==> src/rtl/lockon_wd_pkg.sv <==
package lockon_wd_pkg;
  localparam int ADDR_W_P = 2;
  localparam int DATA_W_P = 16;

  typedef enum logic [ADDR_W_P-1:0] {
    OFS_STATUS = 2'd0,
    OFS_CTRL   = 2'd1,
    OFS_KICK   = 2'd2,
    OFS_SPARE  = 2'd3
  } wd_ofs_e;

  localparam int CTRL_ARM_BIT  = 0;
  localparam int CTRL_HALT_BIT = 1;
  localparam int STAT_RUN_BIT  = 0;
endpackage

==> src/rtl/lockon_wd_regs.sv <==
module lockon_wd_regs
  import lockon_wd_pkg::*;
#(
  parameter int ADDR_W = ADDR_W_P,
  parameter int DATA_W = DATA_W_P
) (
  input  logic              clk,
  input  logic              rst_n,
  input  logic              wr_i,
  input  logic              rd_i,
  input  logic [ADDR_W-1:0] addr_i,
  input  logic [DATA_W-1:0] wdata_i,
  output logic              armed_o,
  output logic              kick_o,
  output logic [DATA_W-1:0] rdata_o
);
  logic hit_ctrl, hit_kick, hit_stat;

  always_comb begin
    hit_ctrl = (addr_i == ADDR_W'(OFS_CTRL));
    hit_kick = (addr_i == ADDR_W'(OFS_KICK));
    hit_stat = (addr_i == ADDR_W'(OFS_STATUS));
  end

  // A kick is any write to the kick offset, whatever the data.
  assign kick_o = wr_i && hit_kick;

  // Arm flag: set-only. The halt bit is decoded nowhere.
  always_ff @(posedge clk) begin
    if (!rst_n)
      armed_o <= 1'b0;
    else if (wr_i && hit_ctrl && wdata_i[CTRL_ARM_BIT])
      armed_o <= 1'b1;
  end

  always_ff @(posedge clk) begin
    if (!rst_n)
      rdata_o <= '0;
    else if (rd_i) begin
      rdata_o <= '0;
      if (hit_stat)
        rdata_o[STAT_RUN_BIT] <= armed_o;
    end
  end


  stay_armed_chk: assert property (@(posedge clk) disable iff (!rst_n)
    armed_o |=> armed_o);


  rdata_unmapped_chk: assert property (@(posedge clk) disable iff (!rst_n)
    (rd_i && !hit_stat) |=> (rdata_o == '0));
endmodule

==> src/rtl/lockon_wd_count.sv <==
module lockon_wd_count #(
  parameter int TIMEOUT_CYCLES = 1000000,
  localparam int CW = $clog2(TIMEOUT_CYCLES)
) (
  input  logic clk,
  input  logic rst_n,
  input  logic armed_i,
  input  logic kick_i,
  output logic zero_o
);
  localparam logic [CW-1:0] LOAD = CW'(TIMEOUT_CYCLES - 1);

  logic [CW-1:0] cnt_q;

  always_ff @(posedge clk) begin
    if (!rst_n)
      cnt_q <= LOAD;
    else if (kick_i || !armed_i)
      cnt_q <= LOAD;
    else if (cnt_q == '0)
      cnt_q <= LOAD;
    else
      cnt_q <= cnt_q - 1'b1;
  end

  assign zero_o = armed_i && (cnt_q == '0);


  kick_reload_chk: assert property (@(posedge clk) disable iff (!rst_n)
    kick_i |=> (cnt_q == LOAD));


  wrap_reload_chk: assert property (@(posedge clk) disable iff (!rst_n)
    (zero_o && !kick_i) |=> (cnt_q == LOAD));
endmodule

==> src/rtl/lockon_wd_req.sv <==
module lockon_wd_req (
  input  logic clk,
  input  logic rst_n,
  input  logic zero_i,
  input  logic kick_i,
  output logic req_o
);
  // A kick on the expiry edge wins over the request.
  always_ff @(posedge clk) begin
    if (!rst_n)
      req_o <= 1'b0;
    else
      req_o <= zero_i && !kick_i;
  end


  req_one_cycle_chk: assert property (@(posedge clk) disable iff (!rst_n)
    req_o |=> !req_o);


  kick_suppress_chk: assert property (@(posedge clk) disable iff (!rst_n)
    kick_i |=> !req_o);
endmodule

==> src/rtl/lockon_watchdog.sv <==
module lockon_watchdog
  import lockon_wd_pkg::*;
#(
  parameter int TIMEOUT_CYCLES = 1000000,
  parameter int ADDR_W = ADDR_W_P,
  parameter int DATA_W = DATA_W_P
) (
  input  logic              clk,
  input  logic              rst_n,
  input  logic              bus_wr,
  input  logic              bus_rd,
  input  logic [ADDR_W-1:0] bus_addr,
  input  logic [DATA_W-1:0] bus_wdata,
  output logic [DATA_W-1:0] bus_rdata,
  output logic              wd_reset_req
);
  logic armed, kick, zero;

  initial begin
    timeout_min_chk: assert (TIMEOUT_CYCLES >= 2);
  end

  lockon_wd_regs #(.ADDR_W(ADDR_W), .DATA_W(DATA_W)) regs_i (
    .clk(clk), .rst_n(rst_n), .wr_i(bus_wr), .rd_i(bus_rd),
    .addr_i(bus_addr), .wdata_i(bus_wdata),
    .armed_o(armed), .kick_o(kick), .rdata_o(bus_rdata)
  );

  lockon_wd_count #(.TIMEOUT_CYCLES(TIMEOUT_CYCLES)) count_i (
    .clk(clk), .rst_n(rst_n), .armed_i(armed), .kick_i(kick),
    .zero_o(zero)
  );

  lockon_wd_req req_i (
    .clk(clk), .rst_n(rst_n), .zero_i(zero), .kick_i(kick),
    .req_o(wd_reset_req)
  );


  idle_no_req_chk: assert property (@(posedge clk) disable iff (!rst_n)
    !armed |=> !wd_reset_req);
endmodule

==> config.mk <==
export PLATFORM = sky130hd
export DESIGN_NAME = lockon_watchdog
export DESIGN_NICKNAME = d
export VERILOG_FILES = /design/src/rtl/lockon_wd_pkg.sv /design/src/rtl/lockon_wd_regs.sv /design/src/rtl/lockon_wd_count.sv /design/src/rtl/lockon_wd_req.sv /design/src/rtl/lockon_watchdog.sv
export SDC_FILE = /design/constraint.sdc
export NUM_CORES = 1
export LEC_CHECK = 0
export BUFFER_PORTS_ARGS = -buffer_cell sky130_fd_sc_hd__buf_2
export CORE_MARGIN = 3
export CORE_UTILIZATION = 38
export CTS_CLUSTER_SIZE = 8
export DETAILED_ROUTE_END_ITERATION = 10
export GPL_TIMING_DRIVEN = 1
export PLACE_DENSITY = 0.73
export SLEW_MARGIN = 5
export SYNTH_ARGS = -nofsm -noshare
export SYNTH_HDL_FRONTEND = slang
export SYNTH_SLANG_ARGS = --single-unit
==> constraint.sdc <==
create_clock -name clk -period 2.9 [get_ports clk]
set_input_delay 0.435 -clock clk [delete_from_list [all_inputs] [get_ports clk]]
set_output_delay 0.435 -clock clk [all_outputs]
set_load 0.005 [all_outputs]
==> summary.txt, run 1 <==
Drt
  – Vias after detailed routing: approximately 900
  – TritonRoute pass-1 iters: 4
  – Residual DRC count: 0
  – Drt initial violations: 9
  – ANT nets after route: 0
  – Routed WL: just under 2000 microns
  – Vias per cell: between 5 and 6
  – Drt wl/cell: 11.5 microns

Clock tree
  – Postcts setup bufs: 0
  – Clk_lat worst skew: 310 ps
  – Clock Path Buffers: 2
  – Htree depth: 1
  – PostCTS Resize Cnt: 0
  – CTS tree: done
  – CTS Buf Count: 3
  – Worst-path clk slew: between 100 and 150 ps
  – Cts hold-fix bufs: 0
  – Clock root cell: clkbuf_4
  – Num Clock Sinks: 23

Min path
  – Hold path start: rst_n
  – Worst Hold Path Cells: 2
  – Hold EP: regs_i.armed_o
  – Hold WC Path Type: in2reg

Critical path
  – CP peak stage delay: 650 ps
  – CP max-delay cell: or4_1
  – Reg2reg start: count_i.cnt_q[5]
  – Worst R2R Setup Slack: approximately 640 ps
  – Worst path cell trace: or4_1 -> nor3_1 -> a31oi_1 -> o21ai_0
  – Reg-to-reg endpoint: count_i.cnt_q[17]
  – Worst Setup End Kind: register
  – Worst Path Arrival: 2510 ps
  – Worst Path Max Fanout: 11
  – CP Class: reg2reg
  – Critical path buffer and inverter count: 0
  – Crit-path leading delay family: simple AND/OR/NAND/NOR gates
  – Worst Setup Start Kind: register
  – Worst reg2reg path depth: 4
  – WP data required: about 3100 ps

Cells and area
  – Final Net Count: 163
  – Layout cells sized above 1: under 10%
  – Ant. Diodes: 0
  – Cell Count, Final, Fillers Out: 169
  – Fin area: 1170 sq um
  – Fillcell total: approximately 280
  – Sequential cell area: 460 sq um
  – Area grow syn2layout: 2.07%
  – Area of the multi-input gates: 593 sq um

Power
  – Leak: 0.410 nW
  – Overall power: 0.478 mW
  – Peak supply drop: around 0.13 mV
  – Power Dens Cells: 409 nW/um^2

Die
  – Initial Utilization: 40.9%
  – Die Span X: between 60 and 70 microns
  – Ports: 39
  – Die height: around 61 microns
  – # rows: 19
  – Die Area: 3710 sq um
  – Placeable Area: 2810 sq um

STA
  – Slew headroom: 38.9%
  – Skew final: 1.41 ps
  – Worst-margin pin slew: slightly above 900 ps
  – Setup tns final: 0 ps
  – RSZ-0062 raised after global routing: false
  – Final critical-path share of the clock period: 78.1%
  – Tmin final: 2260 ps
  – Hold Worst Slack: around 350 ps
  – FMAX: 442 MHz
  – Final setup viols: 0
  – Final hold vios: 0
  – Max Transition Viols Final: 0

Place
  – Gpl congestion: 0.706
  – Hpwl dp: 1480 microns
  – Placed Cells: 165
  – DP Area: 1140 sq um
  – Port bufs: 8

Synth
  – Avg Inst Size Synth: 8.68 sq um
  – Count of cell types in the netlist: 36
  – Async SR Flop Fraction: 0%
  – Yosys reg bits: 23
  – EDFF count, synth: 0
  – Top cells by area, synth: dfxtp_1 (40%), buf_4 (9.8%), xnor2_1 (5.3%)
  – Register area share after synthesis: between 40% and 50%
  – Mapped Area: 1150 sq um
  – Syn. warnings: 0
  – Gate Count Post-Synth: around 130
  – Ys flop type: dfxtp_1
  – Post-synth top area share: 40.2%
  – Yosys top cell by area: dfxtp_1

Global route
  – Largest net degree at the start of global routing: 13
  – Grt total ovfl: 0
  – Vias in the first global route: approximately 760
  – GRT Util Overall: between 10% and 20%
  – Initial antenna violation count: 0
  – First-pass GRT wire length: 3080 microns

Flow run
  – Max-cap viol count: 0

Run status
  – Status: completed
through the flow:
step           setup WS (ps)  util (%)
6_report                 635      41.7
5_1_grt                  430      41.7
4_1_cts                  618      41.7
3_5_place_dp             660      40.8
3_3_place_gp             708      40.8
2_1_floorplan            813         -
worst reg2reg max path: stages, from the launching register on:
cell and delay, ps:
dfxtp_1 350, or4_1 660, nor3_1 540, a31oi_1 460, o21ai_0 190
report_power, final:
group          internal (mW)  switching, mW  leakage, nW
combinational        0.00462        0.00948        0.209
clock                 0.0537         0.0932       0.0150
sequential             0.317       0.000650        0.186
state kept, by name, summed over array words and instances (netlist names):
name	count
count_i.cnt_q	20
regs_i.armed_o	1
regs_i.rdata_o	1
req_i.req_o	1
kinds of logic after synthesis:
group / share of synthesized area [%]
other cells: 0.327
fa+ha+maj: 2.18
compound gates: 10.7
xor+xnor: 6.88
simple gates: 27.1
flops: 40.2
buf+inv: 12.7
per-layer routing:
| metal | vias up | track usage, % | routed length, microns |
|---|---|---|---|
| met5 | - | 0 | 0 |
| met4 | 0 | 4.64 | 25 |
| met3 | 3 | 1.49 | 83 |
| met2 | 17 | 20.0 | 947 |
| met1 | 398 | 12.2 | 883 |
| li1 | 459 | - | - |
cell usage after synthesis, drive strengths merged (2+ instances only):
| cell | count |
|---|---|
| a21oi | 4 |
| a31oi | 2 |
| buf | 16 |
| clkbuf | 4 |
| dfxtp | 23 |
| ha | 2 |
| inv | 3 |
| nand2 | 9 |
| nand2b | 2 |
| nand3 | 6 |
| nor2 | 11 |
| nor3 | 6 |
| nor4 | 2 |
| o21ai | 2 |
| o31ai | 4 |
| or3 | 4 |
| or3b | 2 |
| or4 | 8 |
| xnor2 | 7 |
| xor2 | 2 |
worst max path at each step:
stage / startpoint / endpoint / cells after the start / slack (ps)
after CTS: count_i.cnt_q[5] / count_i.cnt_q[17] / 4 / 620
after global routing: count_i.cnt_q[5] / count_i.cnt_q[17] / 4 / 430
after detailed placement: count_i.cnt_q[5] / count_i.cnt_q[17] / 4 / 660
after global placement: count_i.cnt_q[5] / count_i.cnt_q[14] / 4 / 710
final: count_i.cnt_q[5] / count_i.cnt_q[17] / 4 / 640
after floorplan: count_i.cnt_q[5] / count_i.cnt_q[14] / 6 / 810
placed cells by master (no fill, tap or decap), drive strengths merged, types with 6 or more instances in the layout:
cell type  count
nor3           6
nor2          11
nand2          9
dfxtp         23
conb          15
nand3          6
or4            8
buf            8
xnor2          7
final cells by class:
class,count,share of cell area [%]
multi-input combinational,100,50.7
sequential,23,39.4
timing repair buffer,8,3.42
tap,31,3.32
clock buffer,4,2.25
inverter,3,0.963
Note: power is estimated with default switching activity, not from simulation.
==> run 2, diff against run 1 <==
clock period = 2.2 ns   (was 2.9 ns; I/O delays follow)
==> run 2 against run 1 <==
Against the previous run:
- largest power group unchanged
- fmax is 9.7% higher
- critical endpoint is now count_i.cnt_q[14]
- via count is 4.0% higher
- sequential share of layout area is 2.0 points lower
- die area stayed put
==> summary.txt, run 2 (same netlist as run 1, synthesis figures left out) <==
STA
  – FMAX: 484 MHz
  – Max Transition Viols Final: 0
  – RSZ-0062 raised after global routing: false
  – Final setup viols: 0
  – Worst-margin pin slew: 593 ps
  – Final critical-path share of the clock period: 93.8%
  – Slew headroom: 60.1%
  – Setup tns final: 0 ps
  – Tmin final: 2060 ps
  – Hold Worst Slack: around 240 ps
  – Final hold vios: 0
  – Skew final: 2.84 ps

Place
  – Hpwl dp: 1540 microns
  – Port bufs: 8
  – Gpl congestion: 0.756

Die
  – Ports: 39
  – Initial Utilization: between 40% and 50%
  – Placeable Area: 2810 sq um
  – Die Area: 3710 sq um
  – Die Span X: 60.9 microns
  – # rows: 19
  – Die height: 60.9 microns

Drt
  – Routed WL: 2000 microns
  – Residual DRC count: 0
  – Drt wl/cell: 11.3 microns
  – Vias per cell: between 5 and 6
  – Vias after detailed routing: 912
  – Drt initial violations: 20
  – TritonRoute pass-1 iters: 2
  – ANT nets after route: 0

Power
  – Leak: 0.452 nW
  – Int Pwr: a little under 0.5 mW
  – Part of the power in registers: 65.9%
  – Clock network power share: 31.0%
  – Peak supply drop: 0.197 mV
  – Gate power share: approximately 3.1%
  – Power Dens Cells: just over 500 nW/um^2
  – Sw Pwr: around 0.14 mW
  – Net Sw Frac: 21.9%

Critical path
  – Worst Setup Start Kind: register
  – Crit-path leading delay family: simple AND/OR/NAND/NOR gates
  – Worst R2R Setup Slack: 140 ps
  – Worst path cell trace: or4_1 -> or4_4 -> or4_1 -> nand3_1
  – CP max-delay cell: or4_4
  – WP data required: 2470 ps
  – CP peak stage delay: slightly below 600 ps
  – CP Class: reg2reg
  – Worst Path Arrival: ~2300 ps
  – Worst Setup End Kind: register
  – Worst Path Max Fanout: 7
  – CP most frequent cell: or4_1
  – Critical path buffer and inverter count: 0

Clock tree
  – Clk_lat worst skew: 310 ps
  – Cts hold-fix bufs: 0
  – CTS tree: done
  – Clock root cell: clkbuf_4
  – Htree depth: 1
  – Num Clock Sinks: 23
  – Clock Path Buffers: 2
  – CTS Buf Count: 3
  – Worst-path clk slew: approximately 120 ps

Cells and area
  – Layout cells sized above 1: 15.1%
  – Commonest cells after routing, fill and taps aside: dfxtp_1 (23), conb_1 (15), nor2_1 (11)
  – Top reg by flops: count_i.cnt_q
  – Ant. Diodes: 0
  – Area grow syn2layout: 7.64%
  – Commonest non-fill, non-tap cell in the layout: dfxtp_1
  – Max FFs per register: 20
  – Final Net Count: 171

Global route
  – Grt total ovfl: 0
  – First-pass GRT wire length: 3190 microns
  – Initial antenna violation count: 0
  – Vias in the first global route: approximately 800
  – GRT Util Overall: 11.2%
  – Largest net degree at the start of global routing: 13

Min path
  – Hold WC Path Type: in2reg

Run status
  – Status: completed

Flow run
  – Max-cap viol count: 0
## run 2: cell types whose count changed in the layout (fill, tap and decap cells not counted), sizes merged
cell | before | now
buf | 8 | 16
## run 2: routing by layer
layer  track usage [%]  up-vias  routed length (microns)
met5                 0        -                        0
met4              3.72        0                       25
met3              1.28        3                       59
met2              20.9       17                      975
met1              13.3      424                      940
li1                  -      468                        -
## run 2: layout make-up
class | count | area [sq um]
Multi-Input combinational cell | 100 | 597
Fill cell | 284 | 1570
Tap cell | 31 | 38.8
Sequential cell | 23 | 460
Timing Repair Buffer | 16 | 100
Clock buffer | 4 | 26.3
Inverter | 3 | 11.3
## run 2: worst paths after layout
kind | end | from | cells past startpoint
worst max register to register | count_i.cnt_q[14] | count_i.cnt_q[10] | 4
worst min register to register | count_i.cnt_q[0] | count_i.cnt_q[0] | 1
worst max-delay path | count_i.cnt_q[14] | count_i.cnt_q[10] | 4
worst min-delay path | regs_i.armed_o | rst_n | 2
## run 2: through the flow
stage / cells / utilization, % / power [mW] / setup WS, ps / area [sq um]
floorplan: 146 / - / 0.457 / 113 / 1200
global placement: 173 / 42.9 / 0.446 / 86.7 / 1200
detailed placement: 173 / 42.9 / 0.447 / 62.5 / 1200
CTS: 177 / 43.8 / 0.640 / 33.7 / 1230
global route: 177 / 44.0 / 0.654 / 36.8 / 1230
finish: 177 / 44.0 / 0.634 / 136 / 1230
## run 2: power groups by stage
stage	Combinational, mW	Clock (mW)	Sequential (mW)
2_1_floorplan	0.0296	0	0.427
3_3_place_gp	0.0183	0	0.428
3_5_place_dp	0.0193	0	0.428
4_1_cts	0.0194	0.202	0.418
5_1_grt	0.0231	0.212	0.419
6_report	0.0197	0.196	0.418
## run 2: repair_timing
action,in CTS,in global routing
setup buffers,0,0
resized for setup,0,1
endpoints found under the setup margin,0,2
